**src/rtl/nfs_pkg.sv**
```systemverilog
package nfs_pkg;

    localparam int REG_AW = 3;
    localparam int REG_DW = 16;

    localparam logic [REG_AW-1:0] ADR_OP   = 3'd0;
    localparam logic [REG_AW-1:0] ADR_CFG  = 3'd1;
    localparam logic [REG_AW-1:0] ADR_BUF  = 3'd2;
    localparam logic [REG_AW-1:0] ADR_CMD  = 3'd3;
    localparam logic [REG_AW-1:0] ADR_ADDR = 3'd4;
    localparam logic [REG_AW-1:0] ADR_RDAT = 3'd5;

    localparam int NUM_OPS  = 6;
    localparam int OPB_CMD  = 0;
    localparam int OPB_ADDR = 1;
    localparam int OPB_PROG = 2;
    localparam int OPB_READ = 3;
    localparam int OPB_ID   = 4;
    localparam int OPB_STAT = 5;
    localparam int DONE_BIT = 15;

    localparam int CFG_MASK_BIT = 4;
    localparam int CFG_SRST_BIT = 6;
    localparam int CFG_CE_BIT   = 7;
    localparam int CFG_PPB_LO   = 9;

    localparam int CS_W   = 2;
    localparam int CHIPS  = 1 << CS_W;
    localparam int BUF_W  = 3;
    localparam int CS_LO  = 5;

    typedef enum logic [2:0] {
        ST_IDLE,
        ST_PRE_RDY,
        ST_XFER,
        ST_GAP,
        ST_POST_RDY
    } seq_st_e;

endpackage

```
**src/rtl/nfs_rb_sync.sv**
```systemverilog
module nfs_rb_sync #(
    parameter int STAGES = 2
) (
    input  logic clk,
    input  logic rst_n,
    input  logic rb_n,
    output logic rdy
);
    logic [STAGES-1:0] sync_d, sync_q;

    always_comb begin
        sync_d = {sync_q[STAGES-2:0], rb_n};
    end

    always_ff @(posedge clk or negedge rst_n) begin
        if (!rst_n) sync_q <= '0;
        else        sync_q <= sync_d;
    end

    assign rdy = sync_q[STAGES-1];
endmodule

```
**src/rtl/nfs_cfg_regs.sv**
```systemverilog
module nfs_cfg_regs
    import nfs_pkg::*;
#(
    parameter int RST_CYC = 4
) (
    input  logic              clk,
    input  logic              rst_n,
    input  logic              wr_en,
    input  logic [REG_AW-1:0] wr_addr,
    input  logic [REG_DW-1:0] wr_data,
    input  logic              clr_buf,
    output logic              irq_mask,
    output logic              ce_en,
    output logic [1:0]        ppb_sel,
    output logic              srst_busy,
    output logic [BUF_W-1:0]  buf_sel,
    output logic [CS_W-1:0]   chip_sel,
    output logic [7:0]        cmd_byte,
    output logic [15:0]       addr_word
);
    localparam int RCW = $clog2(RST_CYC + 1);

    typedef struct packed {
        logic             mask;
        logic             ce;
        logic [1:0]       ppb;
        logic [RCW-1:0]   rcnt;
        logic [BUF_W-1:0] bsel;
        logic [CS_W-1:0]  csel;
        logic [7:0]       cmd;
        logic [15:0]      addr;
    } regs_t;

    regs_t r_d, r_q;

    always_comb begin
        r_d = r_q;
        if (r_q.rcnt != '0) r_d.rcnt = r_q.rcnt - 1'b1;
        if (wr_en) begin
            case (wr_addr)
                ADR_CFG: begin
                    r_d.mask = wr_data[CFG_MASK_BIT];
                    r_d.ce   = wr_data[CFG_CE_BIT];
                    r_d.ppb  = wr_data[CFG_PPB_LO +: 2];
                    if (wr_data[CFG_SRST_BIT]) r_d.rcnt = RCW'(RST_CYC);
                end
                ADR_BUF: begin
                    r_d.bsel = wr_data[BUF_W-1:0];
                    r_d.csel = wr_data[CS_LO +: CS_W];
                end
                ADR_CMD:  r_d.cmd  = wr_data[7:0];
                ADR_ADDR: r_d.addr = wr_data;
                default: ;
            endcase
        end
        if (clr_buf) r_d.bsel = '0;
    end

    always_ff @(posedge clk or negedge rst_n) begin
        if (!rst_n) r_q <= '0;
        else        r_q <= r_d;
    end

    assign irq_mask  = r_q.mask;
    assign ce_en     = r_q.ce;
    assign ppb_sel   = r_q.ppb;
    assign srst_busy = (r_q.rcnt != '0);
    assign buf_sel   = r_q.bsel;
    assign chip_sel  = r_q.csel;
    assign cmd_byte  = r_q.cmd;
    assign addr_word = r_q.addr;

    // a data-phase start leaves the buffer field at zero
    a_r8_buf_cleared: assert property (@(posedge clk) disable iff (!rst_n)
        clr_buf |=> (r_q.bsel == '0));

    // the soft reset count only moves down while no new reset is written
    a_r6_srst_counts_down: assert property (@(posedge clk) disable iff (!rst_n)
        (srst_busy && !(wr_en && wr_addr == ADR_CFG && wr_data[CFG_SRST_BIT]))
        |=> (r_q.rcnt == $past(r_q.rcnt) - 1'b1));
endmodule

```
**src/rtl/nfs_engine.sv**
```systemverilog
module nfs_engine
    import nfs_pkg::*;
#(
    parameter int PAGE_BYTES = 4,
    parameter int ID_BYTES   = 2,
    parameter int PULSE_CYC  = 2,
    parameter int GAP_CYC    = 2
) (
    input  logic                clk,
    input  logic                rst_n,
    input  logic                op_wr,
    input  logic [NUM_OPS-1:0]  op_trig,
    input  logic                op_keep_done,
    input  logic                srst,
    input  logic                rdy,
    input  logic [7:0]          cmd_byte,
    input  logic [7:0]          addr_byte,
    input  logic [7:0]          dq_i,
    output logic [NUM_OPS-1:0]  act,
    output logic                done,
    output logic [7:0]          rdata,
    output logic                start_data,
    output logic                cle,
    output logic                ale,
    output logic                we_n,
    output logic                re_n,
    output logic [7:0]          dq_o,
    output logic                dq_oe
);
    localparam int CMAX = (PULSE_CYC > GAP_CYC) ? PULSE_CYC : GAP_CYC;
    localparam int CW   = $clog2(CMAX + 1);
    localparam int BMAX = (PAGE_BYTES > ID_BYTES) ? PAGE_BYTES : ID_BYTES;
    localparam int BW   = $clog2(BMAX + 1);

    typedef struct packed {
        seq_st_e            st;
        logic [NUM_OPS-1:0] act;
        logic               done;
        logic               phase;
        logic [CW-1:0]      cnt;
        logic [BW-1:0]      idx;
        logic [7:0]         rdata;
    } eng_t;

    eng_t s_d, s_q;
    logic [NUM_OPS-1:0] sel;
    logic [BW-1:0]      last_idx;
    logic               wr_op, rd_op, xfer;

    assign wr_op = s_q.act[OPB_CMD] | s_q.act[OPB_ADDR] | s_q.act[OPB_PROG];
    assign rd_op = s_q.act[OPB_READ] | s_q.act[OPB_ID] | s_q.act[OPB_STAT];
    assign xfer  = (s_q.st == ST_XFER);

    always_comb begin
        if (s_q.act[OPB_PROG] || s_q.act[OPB_READ]) last_idx = BW'(PAGE_BYTES - 1);
        else if (s_q.act[OPB_ID])                   last_idx = BW'(ID_BYTES - 1);
        else                                        last_idx = '0;
    end

    always_comb begin
        s_d        = s_q;
        start_data = 1'b0;
        sel        = op_trig & (~op_trig + 1'b1);
        if (op_wr && !op_keep_done) s_d.done = 1'b0;

        case (s_q.st)
            ST_IDLE: begin
                if (op_wr && (op_trig != '0)) begin
                    s_d.act   = sel;
                    s_d.idx   = '0;
                    s_d.cnt   = '0;
                    s_d.phase = 1'b0;
                    s_d.st    = sel[OPB_READ] ? ST_PRE_RDY : ST_XFER;
                    start_data = sel[OPB_PROG] | sel[OPB_READ] | sel[OPB_ID] | sel[OPB_STAT];
                end
            end
            ST_PRE_RDY: begin
                if (rdy) s_d.st = ST_XFER;
            end
            ST_XFER: begin
                if (s_q.cnt == CW'(PULSE_CYC - 1)) begin
                    s_d.cnt = '0;
                    if (!s_q.phase) begin
                        s_d.phase = 1'b1;
                        if (rd_op) s_d.rdata = dq_i;
                    end else begin
                        s_d.phase = 1'b0;
                        if (s_q.idx == last_idx) begin
                            if (s_q.act[OPB_PROG]) begin
                                s_d.st = ST_GAP;
                            end else begin
                                s_d.st   = ST_IDLE;
                                s_d.act  = '0;
                                s_d.done = 1'b1;
                            end
                        end else begin
                            s_d.idx = s_q.idx + 1'b1;
                        end
                    end
                end else begin
                    s_d.cnt = s_q.cnt + 1'b1;
                end
            end
            ST_GAP: begin
                if (s_q.cnt == CW'(GAP_CYC - 1)) begin
                    s_d.cnt = '0;
                    s_d.st  = ST_POST_RDY;
                end else begin
                    s_d.cnt = s_q.cnt + 1'b1;
                end
            end
            ST_POST_RDY: begin
                if (rdy) begin
                    s_d.st   = ST_IDLE;
                    s_d.act  = '0;
                    s_d.done = 1'b1;
                end
            end
            default: s_d.st = ST_IDLE;
        endcase

        if (srst) begin
            s_d.st    = ST_IDLE;
            s_d.act   = '0;
            s_d.done  = 1'b0;
            s_d.phase = 1'b0;
            s_d.cnt   = '0;
            s_d.idx   = '0;
        end
    end

    always_ff @(posedge clk or negedge rst_n) begin
        if (!rst_n) s_q <= '0;
        else        s_q <= s_d;
    end

    assign act   = s_q.act;
    assign done  = s_q.done;
    assign rdata = s_q.rdata;
    assign we_n  = !(xfer && wr_op && !s_q.phase);
    assign re_n  = !(xfer && rd_op && !s_q.phase);
    assign cle   = xfer && s_q.act[OPB_CMD];
    assign ale   = xfer && s_q.act[OPB_ADDR];
    assign dq_oe = xfer && wr_op;
    assign dq_o  = s_q.act[OPB_CMD]  ? cmd_byte :
                   s_q.act[OPB_ADDR] ? addr_byte : 8'(s_q.idx);

    // at most one operation is active
    a_r1_onehot_act: assert property (@(posedge clk) disable iff (!rst_n)
        $onehot0(s_q.act));

    // a running operation keeps its code until it ends
    a_r9_no_retrigger: assert property (@(posedge clk) disable iff (!rst_n)
        (s_q.st != ST_IDLE && !srst) |=> (s_q.act == $past(s_q.act) || s_q.act == '0));

    // the flag only falls on a clearing write or a soft reset
    a_r4_done_sticky: assert property (@(posedge clk) disable iff (!rst_n)
        (s_q.done && !(op_wr && !op_keep_done) && !srst) |=> s_q.done);

    // a program that sees busy stays in its wait
    a_r2_prog_waits_ready: assert property (@(posedge clk) disable iff (!rst_n || srst)
        (s_q.st == ST_POST_RDY && !rdy) |=> (s_q.st == ST_POST_RDY));

    // no read strobe before the device is ready
    a_r3_read_waits_ready: assert property (@(posedge clk) disable iff (!rst_n)
        (s_q.st == ST_PRE_RDY && !rdy) |=> re_n);

    // write and read strobes never overlap
    a_r1_strobe_exclusive: assert property (@(posedge clk) disable iff (!rst_n)
        !(!we_n && !re_n));
endmodule

```
**src/rtl/nfs_seq.sv**
```systemverilog
module nfs_seq
    import nfs_pkg::*;
#(
    parameter int PAGE_BYTES = 4,
    parameter int ID_BYTES   = 2,
    parameter int PULSE_CYC  = 2,
    parameter int GAP_CYC    = 2,
    parameter int RST_CYC    = 4,
    parameter int SYNC_STG   = 2
) (
    input  logic              clk,
    input  logic              rst_n,
    input  logic              reg_we,
    input  logic [REG_AW-1:0] reg_addr,
    input  logic [REG_DW-1:0] reg_wdata,
    output logic [REG_DW-1:0] reg_rdata,
    output logic              irq,
    output logic [CHIPS-1:0]  nand_ce_n,
    output logic              nand_cle,
    output logic              nand_ale,
    output logic              nand_we_n,
    output logic              nand_re_n,
    output logic [7:0]        nand_dq_o,
    output logic              nand_dq_oe,
    input  logic [7:0]        nand_dq_i,
    input  logic              nand_rb_n,
    output logic [8:0]        pages_per_block
);
    logic               irq_mask, ce_en, srst_busy, start_data, rdy, done, op_wr;
    logic [1:0]         ppb_sel;
    logic [BUF_W-1:0]   buf_sel;
    logic [CS_W-1:0]    chip_sel;
    logic [7:0]         cmd_byte, rdata;
    logic [15:0]        addr_word;
    logic [NUM_OPS-1:0] act;

    assign op_wr = reg_we && (reg_addr == ADR_OP);

    nfs_cfg_regs #(.RST_CYC(RST_CYC)) u_regs (
        .clk(clk), .rst_n(rst_n),
        .wr_en(reg_we), .wr_addr(reg_addr), .wr_data(reg_wdata),
        .clr_buf(start_data),
        .irq_mask(irq_mask), .ce_en(ce_en), .ppb_sel(ppb_sel),
        .srst_busy(srst_busy), .buf_sel(buf_sel), .chip_sel(chip_sel),
        .cmd_byte(cmd_byte), .addr_word(addr_word)
    );

    nfs_rb_sync #(.STAGES(SYNC_STG)) u_sync (
        .clk(clk), .rst_n(rst_n), .rb_n(nand_rb_n), .rdy(rdy)
    );

    nfs_engine #(
        .PAGE_BYTES(PAGE_BYTES), .ID_BYTES(ID_BYTES),
        .PULSE_CYC(PULSE_CYC), .GAP_CYC(GAP_CYC)
    ) u_eng (
        .clk(clk), .rst_n(rst_n),
        .op_wr(op_wr), .op_trig(reg_wdata[NUM_OPS-1:0]),
        .op_keep_done(reg_wdata[DONE_BIT]),
        .srst(srst_busy), .rdy(rdy),
        .cmd_byte(cmd_byte), .addr_byte(addr_word[7:0]), .dq_i(nand_dq_i),
        .act(act), .done(done), .rdata(rdata), .start_data(start_data),
        .cle(nand_cle), .ale(nand_ale), .we_n(nand_we_n), .re_n(nand_re_n),
        .dq_o(nand_dq_o), .dq_oe(nand_dq_oe)
    );

    always_comb begin
        case (reg_addr)
            ADR_OP:   reg_rdata = {done, 9'b0, act};
            ADR_CFG:  reg_rdata = {5'b0, ppb_sel, 1'b0, ce_en, srst_busy, 1'b0,
                                   irq_mask, 4'b0};
            ADR_BUF:  reg_rdata = {9'b0, chip_sel, 2'b0, buf_sel};
            ADR_CMD:  reg_rdata = {8'b0, cmd_byte};
            ADR_ADDR: reg_rdata = addr_word;
            ADR_RDAT: reg_rdata = {8'b0, rdata};
            default:  reg_rdata = '0;
        endcase
    end

    assign irq             = done & ~irq_mask;
    assign pages_per_block = 9'd32 << ppb_sel;

    for (genvar k = 0; k < CHIPS; k++) begin : g_ce
        assign nand_ce_n[k] = !(ce_en && (chip_sel == CS_W'(k)));
    end

    // never more than one device enabled
    a_r7_ce_onehot: assert property (@(posedge clk) disable iff (!rst_n)
        $onehot0(~nand_ce_n));

    // no interrupt without a completed operation
    a_r5_irq_needs_done: assert property (@(posedge clk) disable iff (!rst_n)
        irq |-> done);
endmodule

```
**config.mk**
```make
export PLATFORM = sky130hd
export DESIGN_NAME = nfs_seq
export DESIGN_NICKNAME = d
export VERILOG_FILES = /design/src/rtl/nfs_pkg.sv /design/src/rtl/nfs_rb_sync.sv /design/src/rtl/nfs_cfg_regs.sv /design/src/rtl/nfs_engine.sv /design/src/rtl/nfs_seq.sv
export SDC_FILE = /design/constraint.sdc
export NUM_CORES = 1
export LEC_CHECK = 0
export CAP_MARGIN = 5
export CORE_MARGIN = 2
export CORE_UTILIZATION = 55
export CTS_CLUSTER_SIZE = 20
export DETAILED_ROUTE_END_ITERATION = 12
export DONT_BUFFER_PORTS = 1
export GPL_TIMING_DRIVEN = 0
export PLACE_DENSITY = 0.7
export SYNTH_ARGS = -nofsm -noshare
export SYNTH_HDL_FRONTEND = slang
export SYNTH_SLANG_ARGS = --single-unit
export TNS_END_PERCENT = 100
```
**constraint.sdc**
```tcl
create_clock -name clk -period 5.1 [get_ports clk]
set_clock_uncertainty 0.1 [all_clocks]
set_input_delay 0.255 -clock clk [delete_from_list [all_inputs] [get_ports clk]]
set_output_delay 0.255 -clock clk [all_outputs]
set_load 0.1 [all_outputs]
```
==> results of run 1 <==
[metrics by stage]
| step | worst slack (ps) | std cells |
|---|---|---|
| final | 2170 | 458 |
| after global routing | 2060 | 458 |
| after CTS | 2200 | 458 |
| after detailed placement | 2210 | 415 |
| after global placement | 1350 | 414 |
| after floorplan | 1670 | 339 |
[metal layers]
layer	GRT usage, %	part of all wire, %	vias to the layer above
met3	8.45	7.2	7
met1	34.8	44	1395
li1	-	-	1298
met5	0	0	-
met4	5.96	0.84	0
met2	40.9	48	81
[synth_stat cells (4+ instances only)]
cell | instances | area, µm²
dfrtp_1 | 62 | 1550
mux2_2 | 30 | 338
nand2_1 | 30 | 113
o21ai_0 | 20 | 100
nor2_1 | 18 | 67.6
clkbuf_1 | 15 | 56.3
mux2i_1 | 11 | 110
a22oi_1 | 10 | 75.1
and2_1 | 10 | 62.6
inv_1 | 10 | 37.5
nand3_1 | 10 | 50.1
nor2b_1 | 10 | 62.6
a21oi_1 | 8 | 40.0
mux2_4 | 8 | 120
a22o_1 | 6 | 52.6
buf_4 | 5 | 37.5
nand2b_1 | 5 | 31.3
nor3_1 | 5 | 25.0
a31oi_1 | 4 | 25.0
o221ai_1 | 4 | 35.0
[kinds of logic (layout without fill, tap and decap cells)]
| kind of cell | Yosys count | count (layout) |
|---|---|---|
| buf+inv | 33 | 77 |
| simple gates | 110 | 110 |
| flops | 62 | 62 |
| xor+xnor | 3 | 3 |
| mux | 50 | 50 |
| fa+ha+maj | 3 | 3 |
| compound gates | 73 | 73 |
| other cells | 1 | 5 |
[critical path, stage by stage]
cell and delay, ps:
clkbuf_1 330, clkbuf_1 580, and2_1 290, a22oi_1 120
o221ai_2 980
[final timing paths]
kind	to	slack [ps]	cells after the start	from
worst max-delay path	reg_rdata[0]	2170	5	reg_addr[0]
worst min-delay path	u_regs.buf_sel[0]$_DFFE_PN0P_	20	2	reg_wdata[0]
worst max register to register	u_eng.rdata[6]$_DFFE_PN0P_	2720	7	u_eng.s_q[23]$_DFFE_PN0P_
worst min register to register	u_sync.sync_q[1]$_DFF_PN0_	250	0	u_sync.sync_q[0]$_DFF_PN0_
max in group asynchronous	u_regs.addr_word[11]$_DFFE_PN0P_	4260	2	rst_n
min in group asynchronous	u_eng.s_q[10]$_DFFE_PN0P_	370	2	rst_n
[state kept, by name, indices dropped and copies added, names as in the netlist]
register          count
u_eng.act             6
u_regs.cmd_byte       8
u_regs.ce_en          1
u_sync.sync_q         2
u_regs.irq_mask       1
u_eng.done            1
u_regs.chip_sel       2
u_eng.rdata           8
u_eng.s_q             9
u_regs.r_q            3
u_regs.addr_word     16
u_regs.ppb_sel        2
u_regs.buf_sel        3
[repair_timing]
action / in CTS / in global routing
hold buffers: 27 / 0
endpoints found under the hold margin: 109 / 0
resized for setup: 0 / 0
[where the power goes]
part	internal [mW]	switching (mW)
Sequential	0.573	0.0648
Combinational	0.175	0.394
Clock	0.187	0.193
[layout make-up]
class	count	area, µm²	area share [%]
clock buffers	12	145	3.51
well taps	75	93.8	2.27
plain buffers	23	121	2.93
flip-flops and latches	62	1550	37.5
clock inverters	4	22.5	0.544
repair buffers	28	315	7.62
inverters	10	37.5	0.907
multi-input cells	244	1850	44.7
==> results.yml, run 1 <==
cells_and_area:
  mostFrequentLayoutCells: "dfrtp_1, nand2_1, mux2_2"
  final_nets: 412
  final_common_cell: "dfrtp_1"
  fill_cells: 479
  fin_area_um2: 4140
  post_route_cells_drive_above_1_share_pct: 23.5
  areaGrowthSynthToFinish_pct: 19.4
  n_antenna_cell: 0
  finalCoreUtilization_pct: 69.1
critical_path:
  critPathKind: "primary input to primary output"
  worstPathMaxFanout: 10
  crit_arrival_ps: 2570
  endpoint_kind: "primary output"
  startpoint_type: "primary input"
  crit_required_ps: 4740
logic_synthesis:
  synth_simple_gate_area_share_pct: 16.9
  synth_top_family_by_area: "multiplexers"
  ys_warn_count: 0
  synth_cell_types: 55
  synth-edff-count: 0
  synth_area_um2: 3470
  synth_fa_ha_area_share_pct: 1.08
  synthMuxAreaShare_pct: 17.0
  seq_area_frac_synth_pct: 44.8
  ys_ff_latch: 62
  syn-instance-count: 335
  synth_xor_area_share_pct: 0.758
  ys.flop_type: "dfrtp_1"
  postSynthAreaPerCell_um2: 10.3
  synthArstFlopShare_pct: 100
  synth_compound_area_share_pct: 14.7
sta:
  hold_slack_ps: 18.4
  final-setup-viol-count: 0
  post-route-period-util_pct: 57.4
  slew_viol_final: 0
  slew_headroom_pct: 19.9
  tns_ps: 0
  grt_setup_unrepaired: "no"
  max_freq_ghz: 0.342
  hold_viol: 0
  min_period_ps: 2930
  worstMarginPinSlew_ps: 1240
die:
  die_h_um: 83.4
  io_pins: 74
  die_area_um2: 6950
  initial_utilization_pct: 57.9
  row_count: 28
  core_area_um2: 5990
  fp.dieW_um: 83.4
route:
  drc_errors: 0
  drt-pass1-iter-count: 5
  via_per_inst: 6.07
  routed_wl_um: 8760
  wl_per_cell_um: 19.1
  ant_nets: 0
  drt_iter0_drc: 255
  vias: 2781
power_and_ir_drop:
  power.leakage_nw: 1.74
  powerDensity_nw_per_um2: 384
  irDropWorstVdd_mv: 0.302
  power_mw: 1.59
global_route:
  grt_start_max_net_pins: 63
  grt_pass1_wl_um: 14200
  grt-ovfl-total: 0
  grt_pass1_vias: 2762
  antenna_found_initial: 0
  grt_usage_pct: 25.9
clocking:
  clockRootBuffer: "clkbuf_8"
  htreeDepth: 3
  numCtsBuffers: 9
  clk-insertion-delay-late_ps: 340
  clk_path_buf_depth: 2
  clk_pin_slew_worst_paths_ps: 60
  postCtsSetupRepairBufs: 0
  cts.sinks: 62
  cts_tree: "done"
placed_design:
  place.gp.congestion: 0.831
  io_buffers: 0
  hpwl_um: 6080
  dpl_cell_area_um2: 3680
status:
  status: "complete, no violations"
job:
  cap_violations: 0
worst_hold_path:
  holdCritPathClass: "primary input to flip-flop"
Note: power is estimated with default switching activity, not from simulation.
==> inputs of run 2 (changes only) <==
Clock period 5.1 ns to 3 ns, I/O delays scaled along.
==> results.yml, run 2 (synthesis gave the netlist of run 1 again) <==
clocking:
  cts.sinks: 62
  cts_tree: "done"
  cts_resized: 0
  clockRootBuffer: "clkbuf_8"
  htreeDepth: 3
  clk_path_buf_depth: 2
  clk-insertion-delay-late_ps: 340
  clk_pin_slew_worst_paths_ps: 70
  ctsHoldBuffers: 28
  numCtsBuffers: 9
  postCtsSetupRepairBufs: 0
critical_path:
  rrSetupSlack_ps: 570
  cp_top_family: "compound AO/OA/AOI/OAI gates"
  crit_path_end: "reg_rdata[1]"
  worst-r2r-cell-count: 5
  worstPathMaxFanout: 10
  startpoint_type: "primary input"
  cp-startpoint: "reg_addr[0]"
  cp_slowest_stage_delay_ps: 990
  crit_arrival_ps: 2580
  endpoint_kind: "primary output"
  path_common_cell: "clkbuf_1"
  crit_cells: 5
  r2r_end: "u_eng.s_q[9]$_DFFE_PN0P_"
  slowest_stage: "o221ai_2"
  cp_cell_sequence: "clkbuf_1 -> clkbuf_1 -> and2_1 -> a22oi_1 -> o221ai_2"
  crit_required_ps: 2750
  timing.rr.start: "u_eng.s_q[22]$_DFFE_PN0P_"
  critPathKind: "primary input to primary output"
  crit_buf_inv: 2
die:
  initial_utilization_pct: 57.9
  die_h_um: 83.4
  fp.dieW_um: 83.4
  core_area_um2: 5990
  io_pins: 74
  row_count: 28
  die_area_um2: 6950
cells_and_area:
  fin_area_um2: 4170
  areaGrowthSynthToFinish_pct: 20.3
  post_route_cells_drive_above_1_share_pct: 24.0
  largest_reg_flops: 16
  final_nets: 413
  final_cells: 459
  mostFrequentLayoutCells: "dfrtp_1, nand2_1, mux2_2"
  final_common_cell: "dfrtp_1"
  finalCoreUtilization_pct: 69.6
  fill_cells: 469
  n_antenna_cell: 0
route:
  ant_nets: 0
  drc_errors: 0
  routed_wl_um: 9330
  vias: 2830
  drt_iter0_drc: 238
  drt-pass1-iter-count: 4
  wl_per_cell_um: 20.3
  via_per_inst: 6.17
global_route:
  grt_pass1_wl_um: 15200
  grtUsageMet1_pct: 39.2
  antenna_found_initial: 0
  grt_busiest_layer: "met2"
  grt-ovfl-total: 0
  grt_pass1_vias: 2866
  grt_start_max_net_pins: 63
  grtUsageMet2_pct: 43.8
  grt_usage_pct: 27.6
  use_met3_pct: 6.66
sta:
  worstMarginPinSlew_ps: 1250
  hold_viol: 0
  slew_headroom_pct: 19.2
  slew_viol_final: 0
  final-setup-viol-count: 0
  max_freq_ghz: 0.353
  post-route-period-util_pct: 94.3
  tns_ps: 0
  min_period_ps: 2830
  grt_setup_unrepaired: "no"
  fin_ws_ps: 170
power_and_ir_drop:
  powerDensity_nw_per_um2: 668
  power.leakage_nw: 1.75
  irDropWorstVdd_mv: 0.498
worst_hold_path:
  holdCritPathClass: "primary input to flip-flop"
  holdPathStages: 4
placed_design:
  hpwl_um: 6170
  dpl_cell_area_um2: 3680
  place_worst_setup_slack_ps: 237
  placedCellCount: 415
  io_buffers: 0
  place.gp.congestion: 0.886
status:
  status: "complete, no violations"
job:
  cap_violations: 0
-- run 2: cell types whose count changed in the layout (fill, tap and decap cells not counted) --
cell           previous run  this run
dlygate4sd3_1            26        27
clkinv_2                  3         4
bufinv_16                 0         1
clkinvlp_4                1         2
clkbuf_1                 17        15
clkbuf_8                 10         9
-- run 2: final cells by class --
cell class	instances	area, µm²	share of cell area, %
Timing Repair Buffer	29	325	7.80
Inverter	10	37.5	0.900
Clock inverter	7	65.1	1.56
Buffer	23	121	2.91
Tap cell	75	93.8	2.25
Clock buffer	9	124	2.97
Sequential cell	62	1550	37.2
Multi-Input combinational cell	244	1850	44.4
-- run 2: routing by layer --
| layer | wire (µm) | part of all wire [%] |
|---|---|---|
| met4 | 87 | 0.93 |
| met5 | 0 | 0 |
| met1 | 4300 | 46 |
| met3 | 481 | 5.2 |
| met2 | 4460 | 48 |
-- run 2: tightest hold or removal path: stages --
cell,delay [ps]
o211ai_1,60
nand2_1,60
nand3_1,80
o21ai_0,70
-- run 2: how the worst min path moves through the flow --
| stage | slack, ps | endpoint | from |
|---|---|---|---|
| 6_report | 10 | u_eng.act[2]$_DFFE_PN0P_ | reg_wdata[2] |
| 5_1_grt | 10 | u_eng.act[3]$_DFFE_PN0P_ | reg_wdata[2] |
| 4_1_cts | 2 | u_eng.act[2]$_DFFE_PN0P_ | reg_wdata[2] |
| 3_5_place_dp | -240 | u_eng.s_q[9]$_DFFE_PN0P_ | rst_n |
| 3_3_place_gp | -240 | u_eng.s_q[9]$_DFFE_PN0P_ | rst_n |
| 2_1_floorplan | -250 | u_eng.act[0]$_DFFE_PN0P_ | rst_n |
-- run 2: report_power, final --
| part | leakage [nW] | internal, mW | switching (mW) | total [mW] |
|---|---|---|---|---|
| sequential | 0.771 | 0.974 | 0.111 | 1.08 |
| combinational | 0.882 | 0.298 | 0.687 | 0.985 |
| clock | 0.0948 | 0.377 | 0.339 | 0.716 |
| total | 1.75 | 1.65 | 1.14 | 2.79 |
-- run 2: per-stage QoR --
| stage | hold WS [ps] | power (mW) |
|---|---|---|
| floorplan | -246 | 1.85 |
| global placement | -244 | 1.97 |
| detailed placement | -244 | 2.01 |
| CTS | 1.64 | 2.79 |
| global route | 15.0 | 2.92 |
| finish | 10.9 | 2.79 |
==> inputs of run 3 (changes only) <==
Settings changed: ABC_AREA set to 1, CORE_ASPECT_RATIO set to 1.75.
==> results.yml, run 3 <==
critical_path:
  cp_slowest_stage_delay_ps: 640
  crit_arrival_ps: 2520
  slowest_stage: "a21oi_4"
  worst-r2r-cell-count: 11
  startpoint_type: "flip-flop"
  timing.rr.start: "u_regs.r_q[29]$_DFF_PN0_"
  critPathKind: "flip-flop to primary output"
  crit_cells: 4
  crit_buf_inv: 1
  cp-startpoint: "u_eng.act[0]$_DFFE_PN0P_"
  crit_required_ps: 2750
  endpoint_kind: "primary output"
  worstPathMaxFanout: 10
  cp_top_family: "simple AND/OR/NAND/NOR gates"
  cp_cell_sequence: "clkbuf_1 -> nor2_1 -> a21oi_4 -> nand2_2"
cells_and_area:
  final_common_cell: "nand2_1"
  n_antenna_cell: 0
  post_route_cells_drive_above_1_share_pct: 16.4
  largest_reg_flops: 16
  final_nets: 541
  mostFrequentLayoutCells: "nand2_1, inv_1, dfrtp_1"
  areaGrowthSynthToFinish_pct: 21.9
sta:
  hold_slack_ps: 38.8
  hold_viol: 0
  grt_setup_unrepaired: "no"
  slew_viol_final: 0
  final-setup-viol-count: 0
  min_period_ps: 2770
  slew_headroom_pct: 18.1
  worstMarginPinSlew_ps: 1230
  post-route-period-util_pct: 92.3
  max_freq_ghz: 0.361
die:
  die_h_um: 109
  io_pins: 74
  initial_utilization_pct: 56.3
  fp.dieW_um: 64.1
  core_area_um2: 6180
  row_count: 38
  die_area_um2: 7000
global_route:
  grt_pass1_vias: 3233
  grtUsageMet2_pct: 52.8
  grtUsageMet1_pct: 30.0
  grt-ovfl-total: 0
  grt_usage_pct: 29.0
  grt_start_max_net_pins: 63
  grt_pass1_wl_um: 15200
  grt_busiest_layer: "met2"
  use_met3_pct: 8.98
  antenna_found_initial: 0
power_and_ir_drop:
  powerDensity_nw_per_um2: 698
  power.leakage_nw: 2.05
  irDropWorstVdd_mv: 0.479
  power_mw: 2.96
placed_design:
  io_buffers: 0
  hpwl_um: 6770
  place.gp.congestion: 0.971
route:
  drt_iter0_drc: 233
  drc_errors: 0
  drt-pass1-iter-count: 6
  routed_wl_um: 9320
  ant_nets: 0
  via_per_inst: 5.43
  vias: 3213
  wl_per_cell_um: 15.7
job:
  cap_violations: 0
logic_synthesis:
  synth_top_area_share_pct: 44.6
  yosysMostFrequentCell: "nand2_1"
  synth.area.top_cells: "dfrtp_1, nand2_1, inv_1"
  postSynthAreaPerCell_um2: 7.56
  synth_common_cells: "nand2_1, inv_1, dfrtp_1"
  ys_warn_count: 0
  ys_ff_latch: 62
  synth_cell_types: 39
  syn-instance-count: 460
  synthArstFlopShare_pct: 100
  synth-edff-count: 0
  ys.flop_type: "dfrtp_1"
  synth_area_um2: 3480
  seq_area_frac_synth_pct: 44.6
  yosys.area.top_type: "dfrtp_1"
clocking:
  clk_pin_slew_worst_paths_ps: 70
  cts_tree: "done"
  numCtsBuffers: 9
  cts.sinks: 62
  clk_path_buf_depth: 2
  htreeDepth: 3
  clockRootBuffer: "clkbuf_8"
  clk-insertion-delay-late_ps: 350
worst_hold_path:
  holdPathStages: 5
  hold_start: "reg_wdata[0]"
  holdCritPathClass: "primary input to flip-flop"
status:
  status: "complete, no violations"
## run 3: kinds of logic after synthesis
group / synth area share, %
compound gates: 14.4
xor+xnor: 0.504
fa+ha+maj: 1.08
buf+inv: 10.5
flops: 44.6
mux: 0.972
other cells: 0.108
simple gates: 27.9
## run 3: final cells by class
cell class,instances,area (µm²)
flip-flops and latches,62,1550
well taps,80,100
inverters,72,270
multi-input cells,315,1700
plain buffers,15,93.8
clock buffers,16,180
fillers,531,1940
repair buffers,32,348
## run 3: metal layers
metal / routed length [µm] / vias to the layer above
met3: 512 / 22
met2: 5120 / 80
met4: 274 / 0
met1: 3420 / 1530
met5: 0 / -
li1: - / 1581
## run 3: per-stage QoR
step | cells | area, µm² | setup TNS [ps] | setup slack, ps | util (%)
2_1_floorplan | 464 | 3500 | -64.2 | -12.8 | -
3_3_place_gp | 544 | 3600 | -1100 | -246 | 58.2
3_5_place_dp | 546 | 3730 | -46.3 | -46.3 | 60.4
4_1_cts | 592 | 4240 | 0 | 212 | 68.6
5_1_grt | 592 | 4240 | 0 | 141 | 68.6
6_report | 592 | 4240 | 0 | 230 | 68.6
## run 3: worst paths after layout
check	endpoint	slack, ps
max	nand_we_n	230
min	u_eng.act[2]$_DFFE_PN0P_	40
max reg2reg	u_eng.act[0]$_DFFE_PN0P_	1070
min reg2reg	u_sync.sync_q[1]$_DFF_PN0_	250
max in group asynchronous	u_regs.chip_sel[0]$_DFFE_PN0P_	2300
min in group asynchronous	u_regs.addr_word[11]$_DFFE_PN0P_	230
## run 3: what timing repair did
item,in CTS,in global routing
endpoints found under the hold margin,112,0
hold buffers,30,0
gates resized for setup,2,0
setup buffers,0,0
setup endpoints to repair,1,0
## run 3: report_power, final
| part | internal (mW) | switching, mW |
|---|---|---|
| Clock | 0.369 | 0.314 |
| Sequential | 0.967 | 0.0954 |
| Combinational | 0.265 | 0.947 |
## run 3: worst min-delay path, delay by kind of cell
family,cells,cell delay (ps)
AOI/OAI and AO/OA,1,90
and+or+nand+nor,4,210
